--- src/rtl/irqc_pkg.sv ---
package irqc_pkg;

    typedef enum logic [1:0] {
        SENS_LOW  = 2'b00,
        SENS_RISE = 2'b01,
        SENS_FALL = 2'b10,
        SENS_BOTH = 2'b11
    } sens_e;

    typedef struct packed {
        logic rise;
        logic fall;
    } edge_t;

    function automatic edge_t find_edge(logic now_lvl, logic old_lvl);
        edge_t e;
        e.rise = now_lvl & ~old_lvl;
        e.fall = ~now_lvl & old_lvl;
        return e;
    endfunction

    function automatic logic edge_hits(sens_e mode, edge_t e);
        logic h;
        case (mode)
            SENS_RISE: h = e.rise;
            SENS_FALL: h = e.fall;
            SENS_BOTH: h = e.rise | e.fall;
            default:   h = 1'b0;
        endcase
        return h;
    endfunction

endpackage

--- src/rtl/irqc_ext_src.sv ---
module irqc_ext_src
    import irqc_pkg::*;
#(
    parameter int PINS = 2
) (
    input  logic            clk,
    input  logic            rst,
    input  logic [PINS-1:0] pins,
    input  logic [PINS-1:0] pin_en,
    input  logic [1:0]      sens,
    input  logic            en,
    input  logic            ack_here,
    output logic            pend,
    output logic            req
);
    logic  lvl;
    logic  samp;
    logic  lat;
    sens_e mode;
    edge_t edg;
    logic  hit;

    assign lvl  = &(pins | ~pin_en);
    assign mode = sens_e'(sens);
    assign edg  = find_edge(lvl, samp);
    assign hit  = edge_hits(mode, edg);

    always_ff @(posedge clk) begin
        if (rst) begin
            samp <= lvl;
            lat  <= 1'b0;
        end else begin
            samp <= lvl;
            if (hit)
                lat <= 1'b1;
            else if (ack_here)
                lat <= 1'b0;
        end
    end

    always_comb begin
        case (mode)
            SENS_LOW:  req = en & ~samp;
            SENS_RISE: req = en & lat & samp;
            default:   req = en & lat;
        endcase
    end

    assign pend = lat;

    assert_ack_clears_R9: assert property (@(posedge clk) disable iff (rst)
        ack_here && (lvl == samp) |=> !pend);

    assert_latch_holds_R2: assert property (@(posedge clk) disable iff (rst)
        pend && !ack_here |=> pend);

    assert_low_blocks_R4: assert property (@(posedge clk) disable iff (rst)
        mode == SENS_RISE && !lvl |=> (mode != SENS_RISE) || !req);

endmodule

--- src/rtl/irqc_per_bank.sv ---
module irqc_per_bank #(
    parameter int NP = 3,
    parameter int AW = 3
) (
    input  logic          clk,
    input  logic          rst,
    input  logic [NP-1:0] set,
    input  logic [NP-1:0] en,
    input  logic          bus_en,
    input  logic          bus_we,
    input  logic [AW-1:0] bus_addr,
    input  logic [NP-1:0] bus_wdata,
    output logic [NP-1:0] flag,
    output logic [NP-1:0] req
);
    logic          is_stat;
    logic [NP-1:0] is_data;
    logic [NP-1:0] arm;
    logic [NP-1:0] clr;

    assign is_stat = bus_en && (bus_addr == '0);

    for (genvar k = 0; k < NP; k++) begin : g_dec
        assign is_data[k] = bus_en && (bus_addr == AW'(k + 1));
        assign clr[k] = (is_stat && bus_we && !bus_wdata[k]) || (is_data[k] && arm[k]);

        assert_wr0_clears_R6: assert property (@(posedge clk) disable iff (rst)
            bus_en && bus_we && bus_addr == '0 && !bus_wdata[k] && !set[k] |=> !flag[k]);

        assert_set_wins_R5: assert property (@(posedge clk) disable iff (rst)
            set[k] |=> flag[k]);
    end

    always_ff @(posedge clk) begin
        if (rst) begin
            flag <= '0;
            arm  <= '0;
        end else begin
            flag <= set | (flag & ~clr);
            if (bus_en)
                arm <= is_stat ? flag : '0;
        end
    end

    assign req = flag & en;

    assert_other_disarms_R7: assert property (@(posedge clk) disable iff (rst)
        bus_en && bus_addr > AW'(NP) |=> arm == '0);

endmodule

--- src/rtl/irqc_arbiter.sv ---
module irqc_arbiter #(
    parameter int N  = 5,
    parameter int VW = 3
) (
    input  logic          clk,
    input  logic          rst,
    input  logic [N-1:0]  src_req,
    input  logic          ack,
    input  logic          ret,
    output logic          irq_req,
    output logic [VW-1:0] irq_vec,
    output logic [N-1:0]  grant,
    output logic          gmask
);
    logic [N-1:0] elig;

    assign elig    = src_req & {N{~gmask}};
    assign irq_req = |elig;

    always_comb begin
        irq_vec = '0;
        for (int i = N - 1; i >= 0; i--)
            if (elig[i]) irq_vec = VW'(i);
    end

    for (genvar i = 0; i < N; i++) begin : g_grant
        assign grant[i] = irq_req && (irq_vec == VW'(i));
    end

    always_ff @(posedge clk) begin
        if (rst)      gmask <= 1'b1;
        else if (ack) gmask <= 1'b1;
        else if (ret) gmask <= 1'b0;
    end

    assert_mask_blocks_R8: assert property (@(posedge clk) disable iff (rst)
        gmask |-> !irq_req);

    assert_lowest_wins_R8: assert property (@(posedge clk) disable iff (rst)
        irq_req |-> src_req[irq_vec] && ((src_req & ((N'(1) << irq_vec) - N'(1))) == '0));

    assert_one_grant_R8: assert property (@(posedge clk) disable iff (rst)
        $onehot0(grant));

    assert_ack_masks_R9: assert property (@(posedge clk) disable iff (rst)
        ack |=> gmask);

    assert_ret_unmasks_R10: assert property (@(posedge clk) disable iff (rst)
        ret && !ack |=> !gmask);

endmodule

--- src/rtl/irq_latch_ctrl.sv ---
module irq_latch_ctrl #(
    parameter  int NUM_EXT      = 2,
    parameter  int PINS_PER_SRC = 2,
    parameter  int NUM_PER      = 3,
    localparam int NSRC = NUM_EXT + NUM_PER,
    localparam int AW   = $clog2(NUM_PER + 2),
    localparam int VW   = (NSRC > 1) ? $clog2(NSRC) : 1,
    localparam int NPIN = NUM_EXT * PINS_PER_SRC
) (
    input  logic               clk,
    input  logic               rst,
    input  logic [NPIN-1:0]    ext_pin,
    input  logic [NPIN-1:0]    ext_pin_en,
    input  logic [2*NUM_EXT-1:0] ext_sens,
    input  logic [NUM_EXT-1:0] ext_en,
    input  logic [NUM_PER-1:0] per_event,
    input  logic [NUM_PER-1:0] per_en,
    input  logic               bus_en,
    input  logic               bus_we,
    input  logic [AW-1:0]      bus_addr,
    input  logic [NUM_PER-1:0] bus_wdata,
    input  logic               irq_ack,
    input  logic               irq_ret,
    output logic               irq_req,
    output logic [VW-1:0]      irq_vec,
    output logic               gmask,
    output logic [NUM_EXT-1:0] ext_pend,
    output logic [NUM_PER-1:0] per_flag
);
    logic [NUM_EXT-1:0] ext_req;
    logic [NUM_PER-1:0] per_req;
    logic [NSRC-1:0]    grant;

    for (genvar k = 0; k < NUM_EXT; k++) begin : g_ext
        irqc_ext_src #(.PINS(PINS_PER_SRC)) u_src (
            .clk      (clk),
            .rst      (rst),
            .pins     (ext_pin[k*PINS_PER_SRC +: PINS_PER_SRC]),
            .pin_en   (ext_pin_en[k*PINS_PER_SRC +: PINS_PER_SRC]),
            .sens     (ext_sens[2*k +: 2]),
            .en       (ext_en[k]),
            .ack_here (irq_ack & grant[k]),
            .pend     (ext_pend[k]),
            .req      (ext_req[k])
        );
    end

    irqc_per_bank #(.NP(NUM_PER), .AW(AW)) u_per (
        .clk       (clk),
        .rst       (rst),
        .set       (per_event),
        .en        (per_en),
        .bus_en    (bus_en),
        .bus_we    (bus_we),
        .bus_addr  (bus_addr),
        .bus_wdata (bus_wdata),
        .flag      (per_flag),
        .req       (per_req)
    );

    irqc_arbiter #(.N(NSRC), .VW(VW)) u_arb (
        .clk     (clk),
        .rst     (rst),
        .src_req ({per_req, ext_req}),
        .ack     (irq_ack),
        .ret     (irq_ret),
        .irq_req (irq_req),
        .irq_vec (irq_vec),
        .grant   (grant),
        .gmask   (gmask)
    );

    assert_reset_state_R1: assert property (@(posedge clk)
        rst |=> gmask && ext_pend == '0 && per_flag == '0 && !irq_req);

endmodule

--- config.mk ---
export PLATFORM = sky130hd
export DESIGN_NAME = irq_latch_ctrl
export DESIGN_NICKNAME = d
export VERILOG_FILES = /design/src/rtl/irqc_pkg.sv /design/src/rtl/irqc_ext_src.sv /design/src/rtl/irqc_per_bank.sv /design/src/rtl/irqc_arbiter.sv /design/src/rtl/irq_latch_ctrl.sv
export SDC_FILE = /design/constraint.sdc
export NUM_CORES = 1
export LEC_CHECK = 0
export BUFFER_PORTS_ARGS = -buffer_cell sky130_fd_sc_hd__buf_4
export CAP_MARGIN = 10
export CORE_AREA = 2 2 44 46
export DETAILED_ROUTE_END_ITERATION = 8
export DIE_AREA = 0 0 46 48
export GPL_TIMING_DRIVEN = 0
export PLACE_DENSITY = 0.79
export SYNTH_ARGS = -nofsm -noshare
export SYNTH_HDL_FRONTEND = slang
export SYNTH_SLANG_ARGS = --single-unit
--- constraint.sdc ---
create_clock -name clk -period 2.8 [get_ports clk]
set_clock_uncertainty 0.2 [all_clocks]
set_input_delay 0.28 -clock clk [delete_from_list [all_inputs] [get_ports clk]]
set_output_delay 0.28 -clock clk [all_outputs]
set_load 0.05 [all_outputs]
* Yosys cells after proc, flatten, opt, wreduce, memory -nomap -nowiden
Cells that the tools add are included. Widths: inputs -> output; s select.
Storage, ports and cells: register bits 11, bits of input ports 32, word-level logic and storage cells 88
Cells by class: eq/ne operators 10, multiplexer cells 14, bitwise operators 28, reduce and logical (&&, ||, !) cells 29
Operators with widths (count):
- $mux 3 | 6
- $logic_and 1x1->1 | 13
- $and 1x1->1 | 12
- $eq 2x2->1 const B | 4
- $and 3x3->3 | 2
- $eq 3x1->1 const B | 2
- $eq 3x2->1 const B | 2
- $logic_not 3->1 | 2
- $pmux 1 s3 | 2
- $and 5x5->5 | 1
- $not 1->1 | 5
- $reduce_or 5->1 | 1
- $eq 2x1->1 const B | 2
- $logic_not 2->1 | 2
- $mux 1 | 4
- $not 2->2 | 2
- $or 2x2->2 | 2
- $pmux 1 s2 | 2
- $reduce_and 2->1 | 2
- $reduce_bool 2->1 | 2
- $logic_not 1->1 | 3
- $logic_or 1x1->1 | 3
- $not 3->3 | 1
- $or 3x3->3 | 1
- other kinds (2) | 3

* Longest topological paths before layout
depth after elaboration 14, gate-level depth with buffers 8, depth with buffers taken out 8

* Modules after synthesis
From an unflattened synthesis, not the netlist that was laid out.
Second synthesis, totals: cell total of the unflattened synthesis 92, area total of the unflattened synthesis 724.4 µm²
By module, submodules not included:
- irqc_per_bank | instances 1, cells each 34, area an instance 297.8 µm²
- irqc_ext_src | instances 2, cells each 19, area an instance 141.4 µm²
- irqc_arbiter | instances 1, cells each 18, area an instance 131.4 µm²
- irq_latch_ctrl | instances 1, cells each 2, area an instance 12.5 µm²

* Worst setup path before layout
OpenSTA, ideal clock, no wires.
path kind reg-to-output, from register u_arb.gmask, to output port irq_vec[2], arrival 1.913 ns, setup slack 0.407 ns, cell stages (with the launch flop) 5, buffers on the path 0, cell sequence dfxtp_1 and3b_1 a22oi_1 nand2_1 nor3_2
On the way: cells in the longest elaborated chain, start to end 7
RTL lines:
- start: declaration | RTL line irqc_arbiter.sv:13 | output logic gmask
- start signal: assignment | RTL line irqc_arbiter.sv:31 | if (rst) gmask <= 1'b1;
- start signal: assignment | RTL line irqc_arbiter.sv:32 | else if (ack) gmask <= 1'b1;
- start signal: assignment | RTL line irqc_arbiter.sv:33 | else if (ret) gmask <= 1'b0;
- $not 1->1 * | RTL line irqc_arbiter.sv:17 | assign elig = src_req & {N{~gmask}};
- $and 5x5->5 * | RTL line irqc_arbiter.sv:17
- $mux 3 (4 in a row) | RTL line irqc_arbiter.sv:23 | if (elig[i]) irq_vec = VW'(i);
- $mux 3 * | RTL line irqc_arbiter.sv:23
- end: declaration | RTL line irq_latch_ctrl.sv:25 | output logic [VW-1:0] irq_vec,
Every way passes the cells marked *; elsewhere a longest branch is shown, timed or not.

* Worst setup path in the final report
Same ends and word-level chain as after synthesis.

==> metrics.txt <==
CTS Sinks=11; PD cells=381 nW/um^2; CTS max path bufs=2; commonest non-fill, non-tap cell in the layout=buf_4; relative slew slack=76.7%; CP cell instances=and3b_1 -> a22oi_1 -> nand2_1 -> nor3_2 -> buf_4; Post-synth EDFFs=0; Worst-path clk slew=0.06 ns; postcts setup bufs=0; post-synth cell types=33; HPWL after DPL=1.47 mm; Top Ports=42; setup_tns=0 ns; Slew Limit Fails=0; Mean Syn Cell Area=7.97 um^2; hold_sp=irq_ret; DRT Pass-1 Iters=4; Warnings, synthesis=0; Final Setup Violations=0; fin nets=172; # rows=15; ANT nets after route=0; drt wl/cell=11.3 um; chip width=46 um; FF/Latch Area=220 um^2; cts hold-fix bufs=0; layout cells sized above 1=38.5%; worst r2r src=u_arb.gmask; Worst Hold Class=input port to register; Crit path buffers/inverters=1; synthesis-to-layout area growth=47.9%; routed vias/inst=5.18; First DRT Iteration DRCs=13; area fraction of the dominant cell type after synthesis=30.3%; Die Ht=48 um; non-filler cells in the finished layout=152; area of the multi-input gates=430 um^2; vias in the first global route=719; fmax=461 MHz; first-pass GRT wire length=2.82 mm; Startpoint Class=register; clk root buf=clkbuf_4; CTS tree=yes; most frequent cells in the layout=buf_4, inv_1, a21oi_1, dfxtp_1, nor2_1; initial antenna violation count=0; Final GP Congestion=0.849; CTS H-tree depth=1; Tmin final=2.17 ns; Pleak=0.569 nW; GR Util All Layers=17.5%; Required @ worst endpoint=2.32 ns; Yosys reg bits=11; Worst Setup Path Type=register to primary output; drt total wl=1.72 mm; crit-path leading delay family=simple AND/OR/NAND/NOR gates; pin count of the biggest net entering global routing=10; DRC Markers=0; Worst VDD drop=344 uV; ys async rst share=0%; period utilization=77.4%; crit path launch=u_arb.gmask; Synthesized Nets=127; final hold vios=0; unrepaired setup endpoints after global routing=no; Area contributors post-synth=dfxtp_1, a21oi_1, ha_1; core area=1690 um^2; gr ovfl total=0; routed vias=788; dominant synthesized flop cell=dfxtp_1; max incr delay on CP=0.42 ns; post-synthesis sequential area ratio=30.3%; post-synthesis cell count=91; Crit. End Element=primary output; Least-Margin Pin Slew=0.349 ns; Total Die Area=2210 um^2; initial core utilization=43.0%; Antenna Cells=0; Synth Cell Area=726 um^2; Fillers=157; MaxCap Viol Count=0; cts bufs inserted=3; post_cts resized=0; status=finished clean; Placed Cells=148; Port-buffer cells=40; clk_lat worst skew=0.26 ns; Worst EP arrival=1.69 ns; Worst path slowest cell=dfxtp_1; CP Max Fanout=6; dominant cell type by area after synthesis=dfxtp_1
[logic make-up (layout without fill, tap and decap cells)]
kind of cell	Yosys count	in the layout	synth area share, %
buffers and inverters	16	60	10.3
muxes	2	2	2.76
DFF	11	11	30.3
AOI/OAI and AO/OA	26	26	24.5
and+or+nand+nor	32	32	25.2
adders and majority gates	4	4	6.90
[flip-flops by register name, indices dropped and copies added (netlist names)]
| name | count |
|---|---|
| u_per.arm | 3 |
| u_per.flag | 3 |
| g_ext.u_src.pend | 2 |
| g_ext.u_src.samp | 2 |
| u_arb.gmask | 1 |
[metal layers]
layer / wire [um] / share of wire, % / track usage (%)
met5: 0 / 0 / 0
met4: 8 / 0.46 / 6.86
met3: 117 / 6.8 / 2.26
met2: 837 / 49 / 31.7
met1: 758 / 44 / 20.8
[layout make-up]
cell class,count,share of cell area [%]
timing repair buffer,40,28.0
clock buffer,4,2.45
tap,17,1.98
sequential,11,20.5
buffer,3,2.45
multi-input combinational,64,40.1
inverter,13,4.55
[final timing paths]
path,depth (start not counted),slack (ns),endpoint
setup / recovery,5,0.63,irq_vec[2]
hold / removal,2,0.02,u_arb.gmask
setup reg to reg,4,1.30,g_ext[1].u_src.pend
hold reg to reg,2,0.31,g_ext[0].u_src.pend
[power by group]
group | internal, mW | total (mW) | switching (mW) | leakage (nW)
clock network | 0.0549 | 0.102 | 0.0471 | 0.0150
registers | 0.166 | 0.176 | 0.00946 | 0.0911
logic | 0.0630 | 0.132 | 0.0687 | 0.463
total | 0.284 | 0.410 | 0.125 | 0.569
[Yosys cell counts (all sizes together) (3+ instances only)]
cell type and number:
a21o 3, inv 13, nor3 3, ha 4, nor2b 4, a21oi 11, nand2 5, nor2 8
dfxtp 11, buf 3, o21ai 3
[metrics by stage]
stage	util (%)	power (mW)	setup WS [ns]	hold slack (ns)	instance area (um^2)
2_1_floorplan	-	0.252	0.407	0.180	726
3_3_place_gp	62.0	0.308	0.957	0.283	1050
3_5_place_dp	62.0	0.312	0.921	0.290	1050
4_1_cts	63.6	0.415	0.632	0.0133	1070
5_1_grt	63.6	0.433	0.491	0.0187	1070
6_report	63.6	0.410	0.633	0.0167	1070
Power figures use the tool's default switching activity.
